## config.mk

```make
export PLATFORM = sky130hd
export DESIGN_NAME = tmr_busif
export DESIGN_NICKNAME = d
export VERILOG_FILES = /design/src/rtl/tmr_busif_pkg.sv /design/src/rtl/tmr_ctrl_decode.sv /design/src/rtl/tmr_chan_regs.sv /design/src/rtl/tmr_busif.sv
export SDC_FILE = /design/constraint.sdc
export NUM_CORES = 1
export LEC_CHECK = 0
export ABC_AREA = 1
export CAP_MARGIN = 5
export CORE_MARGIN = 4
export CORE_UTILIZATION = 60
export CTS_BUF_LIST = sky130_fd_sc_hd__clkbuf_8
export CTS_CLUSTER_DIAMETER = 120
export DETAILED_ROUTE_END_ITERATION = 8
export PLACE_DENSITY = 0.88
export SYNTH_ARGS = -nofsm -noshare
export SYNTH_HDL_FRONTEND = slang
export SYNTH_HIERARCHICAL = 1
export SYNTH_SLANG_ARGS = --single-unit
```

## constraint.sdc

```tcl
create_clock -name clk -period 4.06 [get_ports clk]
set_input_delay 1.015 -clock clk [delete_from_list [all_inputs] [get_ports clk]]
set_output_delay 1.015 -clock clk [all_outputs]
set_load 0.02 [all_outputs]
```

## src/rtl/tmr_busif_pkg.sv

```systemverilog
package tmr_busif_pkg;

    parameter int BYTE_W  = 8;
    parameter int CNT_W   = 16;
    parameter int NUM_CH  = 3;
    parameter int ADDR_W  = 2;
    parameter int MODE_W  = 3;

    localparam logic [ADDR_W-1:0] CTRL_ADDR = ADDR_W'(3);

    // access type field, encoding fixed by the control byte bits 5:4
    typedef enum logic [1:0] {
        ACC_LATCH = 2'd0,
        ACC_LO    = 2'd1,
        ACC_HI    = 2'd2,
        ACC_WORD  = 2'd3
    } acc_e;

    typedef struct packed {
        acc_e              acc;
        logic [MODE_W-1:0] mode;
        logic              bcd;
    } chan_cfg_t;

    typedef struct packed {
        logic [NUM_CH-1:0] prog;
        logic [NUM_CH-1:0] snap_cnt;
        logic [NUM_CH-1:0] snap_sts;
        chan_cfg_t         cfg;
    } ctrl_cmd_t;

    localparam chan_cfg_t CFG_RESET = '{acc: ACC_WORD, mode: '0, bcd: 1'b0};

    function automatic logic [BYTE_W-1:0] status_byte(logic out_lvl, chan_cfg_t c);
        return {out_lvl, 1'b0, c.acc, c.mode, c.bcd};
    endfunction

    function automatic logic [BYTE_W-1:0] half_of(logic [CNT_W-1:0] v, logic upper);
        return upper ? v[CNT_W-1 -: BYTE_W] : v[BYTE_W-1:0];
    endfunction

endpackage

```

## src/rtl/tmr_ctrl_decode.sv

```systemverilog
module tmr_ctrl_decode
    import tmr_busif_pkg::*;
(
    input  logic              ctrl_wr,
    input  logic [BYTE_W-1:0] wdata,
    output ctrl_cmd_t         cmd
);

    localparam logic [1:0] SEL_READBACK = 2'd3;

    logic [1:0] sel;
    assign sel = wdata[7:6];

    always_comb begin
        cmd          = '0;
        cmd.cfg.acc  = acc_e'(wdata[5:4]);
        cmd.cfg.mode = wdata[3:1];
        cmd.cfg.bcd  = wdata[0];
        if (ctrl_wr) begin
            if (sel == SEL_READBACK) begin
                for (int c = 0; c < NUM_CH; c++) begin
                    if (wdata[c+1]) begin
                        cmd.snap_cnt[c] = ~wdata[5];
                        cmd.snap_sts[c] = ~wdata[4];
                    end
                end
            end else begin
                for (int c = 0; c < NUM_CH; c++) begin
                    if (sel == 2'(c)) begin
                        if (wdata[5:4] == 2'd0)
                            cmd.snap_cnt[c] = 1'b1;
                        else
                            cmd.prog[c] = 1'b1;
                    end
                end
            end
        end
    end

endmodule

```

## src/rtl/tmr_chan_regs.sv

```systemverilog
module tmr_chan_regs
    import tmr_busif_pkg::*;
(
    input  logic              clk,
    input  logic              rst,
    input  logic              data_wr,
    input  logic              data_rd,
    input  logic [BYTE_W-1:0] wdata,
    input  logic              cmd_prog,
    input  logic              cmd_snap_cnt,
    input  logic              cmd_snap_sts,
    input  chan_cfg_t         new_cfg,
    input  logic [CNT_W-1:0]  live_cnt,
    input  logic              out_lvl,
    output logic [BYTE_W-1:0] rd_byte,
    output logic              load,
    output logic [CNT_W-1:0]  load_val,
    output chan_cfg_t         cfg
);

    chan_cfg_t         cfg_q;
    logic              wr_hi_q;
    logic [BYTE_W-1:0] hold_q;
    logic              rd_hi_q;
    acc_e              snap_q;       // ACC_LATCH means no count held
    logic [CNT_W-1:0]  snap_val_q;
    logic              sts_pend_q;
    logic [BYTE_W-1:0] sts_q;
    logic              load_q;
    logic [CNT_W-1:0]  load_val_q;

    always_comb begin
        if (sts_pend_q)
            rd_byte = sts_q;
        else if (snap_q != ACC_LATCH)
            rd_byte = half_of(snap_val_q, snap_q == ACC_HI);
        else begin
            unique case (cfg_q.acc)
                ACC_HI:   rd_byte = half_of(live_cnt, 1'b1);
                ACC_WORD: rd_byte = half_of(live_cnt, rd_hi_q);
                default:  rd_byte = half_of(live_cnt, 1'b0);
            endcase
        end
    end

    always_ff @(posedge clk) begin
        if (rst) begin
            cfg_q      <= CFG_RESET;
            wr_hi_q    <= 1'b0;
            hold_q     <= '0;
            rd_hi_q    <= 1'b0;
            snap_q     <= ACC_LATCH;
            snap_val_q <= '0;
            sts_pend_q <= 1'b0;
            sts_q      <= '0;
            load_q     <= 1'b0;
            load_val_q <= '0;
        end else begin
            load_q <= 1'b0;
            if (cmd_prog) begin
                cfg_q   <= new_cfg;
                wr_hi_q <= 1'b0;
                rd_hi_q <= 1'b0;
            end
            if (cmd_snap_cnt && snap_q == ACC_LATCH) begin
                snap_val_q <= live_cnt;
                snap_q     <= cfg_q.acc;
            end
            if (cmd_snap_sts && !sts_pend_q) begin
                sts_q      <= status_byte(out_lvl, cfg_q);
                sts_pend_q <= 1'b1;
            end
            if (data_wr) begin
                unique case (cfg_q.acc)
                    ACC_HI: begin
                        load_q     <= 1'b1;
                        load_val_q <= {wdata, {BYTE_W{1'b0}}};
                    end
                    ACC_WORD: begin
                        if (!wr_hi_q) begin
                            hold_q  <= wdata;
                            wr_hi_q <= 1'b1;
                        end else begin
                            load_q     <= 1'b1;
                            load_val_q <= {wdata, hold_q};
                            wr_hi_q    <= 1'b0;
                        end
                    end
                    default: begin
                        load_q     <= 1'b1;
                        load_val_q <= {{BYTE_W{1'b0}}, wdata};
                    end
                endcase
            end
            if (data_rd) begin
                if (sts_pend_q)
                    sts_pend_q <= 1'b0;
                else if (snap_q != ACC_LATCH)
                    snap_q <= (snap_q == ACC_WORD) ? ACC_HI : ACC_LATCH;
                else if (cfg_q.acc == ACC_WORD)
                    rd_hi_q <= ~rd_hi_q;
            end
        end
    end

    assign load     = load_q;
    assign load_val = load_val_q;
    assign cfg      = cfg_q;

endmodule

```

## src/rtl/tmr_busif.sv

```systemverilog
module tmr_busif
    import tmr_busif_pkg::*;
(
    input  logic                     clk,
    input  logic                     rst,
    input  logic                     bus_wr,
    input  logic                     bus_rd,
    input  logic [ADDR_W-1:0]        bus_addr,
    input  logic [BYTE_W-1:0]        bus_wdata,
    output logic [BYTE_W-1:0]        bus_rdata,
    input  logic [NUM_CH*CNT_W-1:0]  ch_count_i,
    input  logic [NUM_CH-1:0]        ch_out_i,
    output logic [NUM_CH-1:0]        ch_load_o,
    output logic [NUM_CH*CNT_W-1:0]  ch_load_val_o,
    output logic [NUM_CH*MODE_W-1:0] ch_mode_o,
    output logic [NUM_CH-1:0]        ch_bcd_o
);

    logic      rd_en;
    logic      ctrl_wr;
    ctrl_cmd_t cmd;
    logic [BYTE_W-1:0] rd_bytes [NUM_CH];

    assign rd_en   = bus_rd & ~bus_wr;
    assign ctrl_wr = bus_wr && (bus_addr == CTRL_ADDR);

    tmr_ctrl_decode u_dec (
        .ctrl_wr (ctrl_wr),
        .wdata   (bus_wdata),
        .cmd     (cmd)
    );

    for (genvar c = 0; c < NUM_CH; c++) begin : g_ch
        chan_cfg_t cfg_c;
        logic      hit;
        assign hit = (bus_addr == ADDR_W'(c));

        tmr_chan_regs u_ch (
            .clk          (clk),
            .rst          (rst),
            .data_wr      (bus_wr & hit),
            .data_rd      (rd_en & hit),
            .wdata        (bus_wdata),
            .cmd_prog     (cmd.prog[c]),
            .cmd_snap_cnt (cmd.snap_cnt[c]),
            .cmd_snap_sts (cmd.snap_sts[c]),
            .new_cfg      (cmd.cfg),
            .live_cnt     (ch_count_i[c*CNT_W +: CNT_W]),
            .out_lvl      (ch_out_i[c]),
            .rd_byte      (rd_bytes[c]),
            .load         (ch_load_o[c]),
            .load_val     (ch_load_val_o[c*CNT_W +: CNT_W]),
            .cfg          (cfg_c)
        );

        assign ch_mode_o[c*MODE_W +: MODE_W] = cfg_c.mode;
        assign ch_bcd_o[c]                   = cfg_c.bcd;
    end

    always_comb begin
        bus_rdata = '0;
        if (rd_en) begin
            for (int c = 0; c < NUM_CH; c++)
                if (bus_addr == ADDR_W'(c))
                    bus_rdata = rd_bytes[c];
        end
    end

endmodule

```

Yosys cells after proc, flatten, opt, wreduce, memory -nomap -nowiden
Cells that the tools add are included.

Eq/ne operators: 21. Multiplexer cells: 100. Bitwise operators: 19. Reduce and logical (&&, ||, !) cells: 28.

Operators by type and width (number): $mux W8 (16); $pmux W16 S2 (3); $mux W1 (56); $mux W16 (3); $pmux W8 S2 (3); $eq A2 B2 Y1 const B (16); $mux W2 (15); $logic_not A2 Y1 (6); $not A1 Y1 (12); $mux W3 (3); $mux W9 (1); $reduce_and A3 Y1 (3); $and A1 B1 Y1 (7); $logic_and A1 B1 Y1 (7); $ne A2 B1 Y1 const B (3); $reduce_and A2 Y1 (3); $reduce_bool A2 Y1 (3); $reduce_or A2 Y1 (3); $eq A2 B1 Y1 const B (2); $logic_not A1 Y1 (3).

Register bits after elaboration: 177. Bits of input ports: 65. Word-level logic and storage cells: 204.

Logic depth before layout (Yosys ltp)
Gate-level depths: netlist (run 1).

Word-level depth: 10. Depth in mapped cells: 11. Depth with buffers taken out: 10.

By module
The synthesis (run 1) kept the hierarchy.

By module, submodules not included: tmr_chan_regs (instances 3, cells each 362, area an instance 2568.7 um^2, seq. area each 1181.1 um^2); tmr_busif (instances 1, cells each 70, area an instance 361.6 um^2, seq. area each 0.0 um^2); tmr_ctrl_decode (instances 1, cells each 36, area an instance 177.7 um^2, seq. area each 0.0 um^2).

Worst setup path before layout (run 1)
Ideal clock, no wire load.

Path type: input -> output. Start: in ch_count_i[40]. End: out bus_rdata[0]. Arrival: 1.663 ns. Path slack: 1.382 ns. Stages on the path: 8. Path through: inv_1 -> nand3_1 -> nand3_1 -> a21oi_1 -> nand3_2 -> nand3_1 -> nand2_1 -> inv_1.

RTL lines: from (decl) (RTL line tmr_busif.sv:11) `input logic [NUM_CH*CNT_W-1:0] ch_count_i,`; to (decl) (RTL line tmr_busif.sv:10) `output logic [BYTE_W-1:0] bus_rdata,`.

Final worst setup path (run 1)
Start: in bus_addr[0]. End: out bus_rdata[2].

Word-level cells in the longest chain between the ends: 5. Elaborated cells between the ends (all ways): 7. Those cells by class: eq/ne: 2; mux: 4; reduce/logical: 1.

RTL lines: from (decl) (RTL line tmr_busif.sv:8) `input logic [ADDR_W-1:0] bus_addr,`; $logic_not A2 Y1 (RTL line tmr_busif.sv:64) `if (bus_addr == ADDR_W'(c))`; $mux W8 (2 in series) (RTL line tmr_busif.sv:64); $mux W8 * (RTL line tmr_busif.sv:64); $mux W8 * (RTL line tmr_busif.sv:62) `if (rd_en) begin`.

Mark *: on every way between the ends. The rest lies on a longest branch, timed or not.

==> results of run 1 <==
metal layers:
metal | up-vias | GRT usage [%] | share of wire [%]
li1 | 4098 | - | -
met5 | - | 0 | 0
met3 | 42 | 6.44 | 8.8
met1 | 3851 | 39.4 | 42
met2 | 386 | 45.4 | 47
met4 | 0 | 8.10 | 1.9
worst paths after layout:
check	start	endpoint	cells past startpoint
worst max-delay path	bus_addr[0]	bus_rdata[2]	6
worst min-delay path	g_ch[0].u_ch/hold_q[7]	g_ch[0].u_ch/hold_q[7]	2
worst max register to register	g_ch[2].u_ch/cfg[5]	g_ch[2].u_ch/hold_q[6]	6
worst min register to register	g_ch[0].u_ch/hold_q[7]	g_ch[0].u_ch/hold_q[7]	2
flip-flops by register name, indices dropped and copies added, names as in the netlist:
signal                cells
g_ch.u_ch/load_val       48
g_ch.u_ch/snap_val_q     48
g_ch.u_ch/hold_q         24
g_ch.u_ch/sts_q          21
g_ch.u_ch/cfg            18
g_ch.u_ch/snap_q          6
g_ch.u_ch/load            3
g_ch.u_ch/rd_hi_q         3
g_ch.u_ch/sts_pend_q      3
g_ch.u_ch/wr_hi_q         3
critical path, delay by kind of cell:
| family | cells | cell delay, ns |
|---|---|---|
| and+or+nand+nor | 3 | 0.38 |
| buffers and inverters | 3 | 1.54 |
layout by cell type (no fill, tap or decap), types with 2 or more instances in the layout:
| master | n |
|---|---|
| clkinv_1 | 3 |
| nor3_1 | 7 |
| buf_4 | 21 |
| nor2_8 | 3 |
| clkbuf_8 | 17 |
| nand3_2 | 6 |
| inv_2 | 10 |
| clkdlybuf4s50_1 | 135 |
| nand2_2 | 7 |
| inv_1 | 133 |
| nor2_1 | 204 |
| nand2_1 | 160 |
| o21ai_0 | 166 |
| dfxtp_1 | 177 |
| inv_4 | 4 |
| nor2_4 | 7 |
| clkinv_4 | 2 |
| clkinvlp_4 | 3 |
| o211ai_1 | 3 |
| clkinv_2 | 4 |
| a21oi_1 | 105 |
| nand2_4 | 3 |
| nand3_1 | 117 |
| o22ai_1 | 21 |
cell families after synthesis:
logic type / Yosys count / synth area share [%]
DFF: 177 / 43.0
and+or+nand+nor: 516 / 27.6
AOI/OAI and AO/OA: 295 / 18.3
buffers and inverters: 204 / 11.1
stage by stage:
step / utilization, % / total power [uW] / hold WS (ns) / worst slack, ns / cell area [um2]
after floorplan: - / 2050 / 0.430 / 1.38 / 8250
after global placement: 72.0 / 2210 / 0.439 / 0.169 / 9620
after detailed placement: 72.0 / 2220 / 0.445 / 0.153 / 9620
after CTS: 74.6 / 3280 / 0.458 / 0.136 / 9960
after global routing: 74.6 / 3400 / 0.481 / 0.00768 / 9960
final: 74.6 / 3270 / 0.456 / 0.0998 / 9960
final cells by class:
type	count	area, um2	share of cell area, %
clock inverter	14	105	1.06
tap	176	220	2.21
timing repair buffer	156	1510	15.2
clock buffer	17	234	2.35
multi-input combinational	811	3790	38.0
sequential	177	3540	35.6
inverter	146	558	5.61
power by group:
part,internal (uW),leakage [uW],switching [uW]
Sequential,1770,0.00143,22.9
Combinational,162,0.00286,232
Clock,468,0.000182,618
Total,2400,0.00447,873
==> run_results.csv, run 1 <==
group,metric,value,unit
global_route,grt.total_usage,28.6,%
sta,fin_crit_sh,97.5,%
synthesis,synth.top_cells.by_area,"dfxtp_1 43%, o21ai_0 10%, nor2_1 9.3%",
finish,nFillCells,1086,
place,place_congestion,0.948,
run_status,status,"completed",
power_and_ir_drop,vdd_ir_drop_max,0.236,mV
synthesis,synth-edff-count,0,
worst_setup_path,critPathMostFrequentCell,"clkdlybuf4s50_1",
place,port_buffers,135,
floorplan,io_pins,136,
worst_hold_path,hp-class,"reg2reg",
sta,hold_viol_final,0,
drt,drt-total-wl,22900,um
floorplan,die_area,15700,um2
sta,finalSetupViolCount,0,
synthesis,synth_seq_cells,177,
sta,slew-limit-headroom,51.2,%
sta,slew_violations,0,
synthesis,synth.top_cell.area_share,43.0,%
place,dp_cells,1466,
synthesis,yosysUniqueCellTypes,25,
cts,h-tree-depth,4,
finish,drive_gt1_share,6.74,%
power_and_ir_drop,p_leak,0.00447,uW
finish,area_delta_synth_final,20.7,%
drt,drt_iter0_drc,1043,
drt,wl_per_cell,15.3,um
worst_setup_path,cp_slowest_cell,"clkdlybuf4s50_1",
synthesis,syn_nets,1257,
global_route,grt_pass1_wl,37300,um
synthesis,syn_avg_cell_area,6.92,um2
cts,cts_sinks,177,
floorplan,rows,42,
place,hpwl,15400,um
cts,clock_path_buffers,2,
global_route,antenna_found_initial,0,
drt,antenna_left,0,
sta,timing.fmax,253,MHz
cts,root_buffer,"clkbuf_8",
floorplan,coreArea,13300,um2
global_route,grt_pass1_vias,7537,
synthesis,postSynthCellCount,1192,
worst_setup_path,r2r_setup_slack,2.18,ns
cts,path_clk_slew,0.08,ns
global_route,grt.overflow.total,0,
floorplan,die_h,125,um
cts,ctsResizeCount,0,
worst_setup_path,cp_data_arrival_time,2.95,ns
synthesis,seq_area_frac_synth,43.0,%
cts,post-cts-setup-buffers,0,
cts,clk_latency,0.46,ns
synthesis,yosysTopAreaCell,"dfxtp_1",
floorplan,die_width,125,um
worst_setup_path,crit_path_cell_trace,"clkdlybuf4s50_1 -> inv_4 -> nor2_2 -> nand3_1 -> nand2_1 -> clkdlybuf4s50_1",
sta,fin_tns_setup,0,ns
worst_setup_path,critPathKind,"in2out",
sta,fin_worst_skew,0.00754,ns
synthesis,synth-main-ff-cell,"dfxtp_1",
worst_setup_path,cp-start-kind,"input port",
synthesis,netlist_area,8250,um2
finish,fin_nets,1374,
cts,numCtsBuffers,17,
sta,finalCriticalPeriod,3.96,ns
finish,stdcell_count,1497,
worst_setup_path,crit_path_end_kind,"output port",
cts,cts_tree,"done",
sta,rsz0062_at_grt,"no",
drt,vias,8377,
cts,hold_buffers,0,
global_route,grt_max_degree,56,
sta,worst_pin_slew,0.730,ns
worst_setup_path,path_max_fanout,11,
synthesis,synth_top_cells_by_count,"204 x nor2_1, 177 x dfxtp_1, 166 x o21ai_0, 160 x nand2_1, 129 x inv_1",
synthesis,async_reset_ff_share,0,%
worst_setup_path,critPathRequiredTime,3.04,ns
synthesis,yosysMostFrequentCell,"nor2_1",
drt,drt-vias-per-instance,5.60,
worst_setup_path,slowest_delay,0.77,ns
synthesis,synth_warnings,6,
floorplan,start_util,61.8,%
drt,dr.pass1.iters,7,
power_and_ir_drop,powerDensity,329,nW/um2
drt,drc,0,
run,cap_violations,0,
finish,n_antenna_cell,0,
Note: power is estimated with default switching activity, not from simulation.
==> run 2, diff against run 1 <==
clock period = 4.9 ns   (was 4.06 ns; I/O delays follow)
==> run_results.csv, run 2 (synthesis results as in run 1) <==
group,metric,value,unit
run_status,status,"completed",
drt,drt-total-wl,22400,um
finish,regArea,3540,um2
sta,rsz0062_at_grt,"no",
floorplan,coreArea,13300,um2
floorplan,die_h,125,um
drt,dr.pass1.iters,6,
floorplan,io_pins,136,
finish,nFillCells,1078,
place,port_buffers,135,
place,place_ws,0.576,ns
cts,hold_buffers,0,
worst_setup_path,cp_data_arrival_time,3.11,ns
finish,multi_input_area,3790,um2
global_route,antenna_found_initial,0,
drt,drc,0,
floorplan,die_area,15700,um2
sta,fin_crit_sh,88.6,%
worst_setup_path,path_max_fanout,2,
cts,clock_path_buffers,2,
floorplan,rows,42,
finish,area_delta_synth_final,21.6,%
cts,ctsResizeCount,0,
finish,final_util,75.1,%
sta,setup_ws,0.560,ns
power_and_ir_drop,total_power,2890,uW
place,place_congestion,0.929,
sta,worst_pin_slew,0.795,ns
sta,slew_violations,0,
drt,drt_iter0_drc,952,
sta,fin_tns_setup,0,ns
sta,slew-limit-headroom,46.9,%
sta,finalCriticalPeriod,4.34,ns
run,cap_violations,0,
cts,root_buffer,"clkbuf_8",
cts,cts_sinks,177,
worst_hold_path,hp-class,"reg2reg",
global_route,grt.total_usage,28.0,%
global_route,grt.overflow.total,0,
finish,final_common_cell,"nor2_1",
power_and_ir_drop,p_leak,0.00450,uW
drt,drt-vias-per-instance,5.56,
cts,post-cts-setup-buffers,0,
sta,finalSetupViolCount,0,
power_and_ir_drop,vdd_ir_drop_max,0.235,mV
cts,cts_tree,"done",
worst_setup_path,critPathKind,"in2out",
sta,timing.fmax,230,MHz
finish,final_cell_mix,"204 x nor2_1, 177 x dfxtp_1, 166 x o21ai_0",
place,hpwl,14800,um
global_route,grt_max_degree,56,
sta,fin_worst_skew,0.0102,ns
worst_setup_path,cp_slowest_cell,"clkdlybuf4s50_1",
worst_setup_path,cp-start-kind,"input port",
worst_setup_path,critPathRequiredTime,3.67,ns
finish,drive_gt1_share,6.82,%
drt,wl_per_cell,15.0,um
finish,n_antenna_cell,0,
drt,antenna_left,0,
worst_setup_path,crit_path_cell_trace,"clkdlybuf4s50_1 -> inv_1 -> nand3_1 -> nand3_1 -> a21oi_1 -> nand3_2 -> nand3_1 -> nand2_1 -> inv_1 -> clkdlybuf4s50_1",
power_and_ir_drop,powerDensity,288,nW/um2
floorplan,start_util,61.8,%
worst_setup_path,path_delay_family,"buffers and inverters",
sta,hold_viol_final,0,
cts,clk_latency,0.45,ns
cts,numCtsBuffers,17,
drt,vias,8311,
worst_setup_path,crit_path_end_kind,"output port",
cts,h-tree-depth,4,
cts,path_clk_slew,0.09,ns
finish,fin_nets,1371,
worst_setup_path,critPathMostFrequentCell,"nand3_1",
global_route,grt_pass1_wl,36600,um
global_route,grt_pass1_vias,7576,
floorplan,die_width,125,um
worst_setup_path,path_buf_inv,4,
worst_setup_path,slowest_delay,0.59,ns
-- run 2: final timing paths --
path	from	end	slack (ns)	cells past startpoint
min	g_ch[2].u_ch/hold_q[4]	g_ch[2].u_ch/hold_q[4]	0.46	2
min reg2reg	g_ch[2].u_ch/hold_q[4]	g_ch[2].u_ch/hold_q[4]	0.46	2
max reg2reg	g_ch[2].u_ch/cfg[5]	g_ch[2].u_ch/load_val[10]	3.09	6
max	ch_count_i[40]	bus_rdata[0]	0.56	10
-- run 2: per-stage QoR --
stage / cell area (um2) / hold slack, ns / std cells
floorplan: 8250 / 0.430 / 1192
global placement: 9590 / 0.440 / 1463
detailed placement: 9590 / 0.446 / 1463
CTS: 10000 / 0.460 / 1495
global route: 10000 / 0.482 / 1495
finish: 10000 / 0.458 / 1495
-- run 2: final cells by class --
cell class / instances / share of cell area, %
well taps: 176 / 2.20
repair buffers: 153 / 14.8
flip-flops and latches: 177 / 35.3
multi-input cells: 811 / 37.8
clock buffers: 20 / 2.75
inverters: 146 / 5.57
clock inverters: 12 / 1.56
-- run 2: power by group --
group          total (uW)  internal, uW  switching [uW]
clock                1080           549             529
combinational         323           133             191
sequential           1480          1470            18.6
-- run 2: routing by layer --
metal	routed length [um]	GRT usage, %
met5	0	0
met1	9730	37.9
met3	1760	6.44
met4	439	8.67
met2	10400	44.8
-- run 2: worst reg2reg max path: cells and delay by family (launching register included) --
kind                   cells  cell delay [ns]
AO/OA/AOI/OAI              1             0.13
AND/OR/NAND/NOR            4             0.59
buffers and inverters      1             0.33
flip-flops                 1             0.65
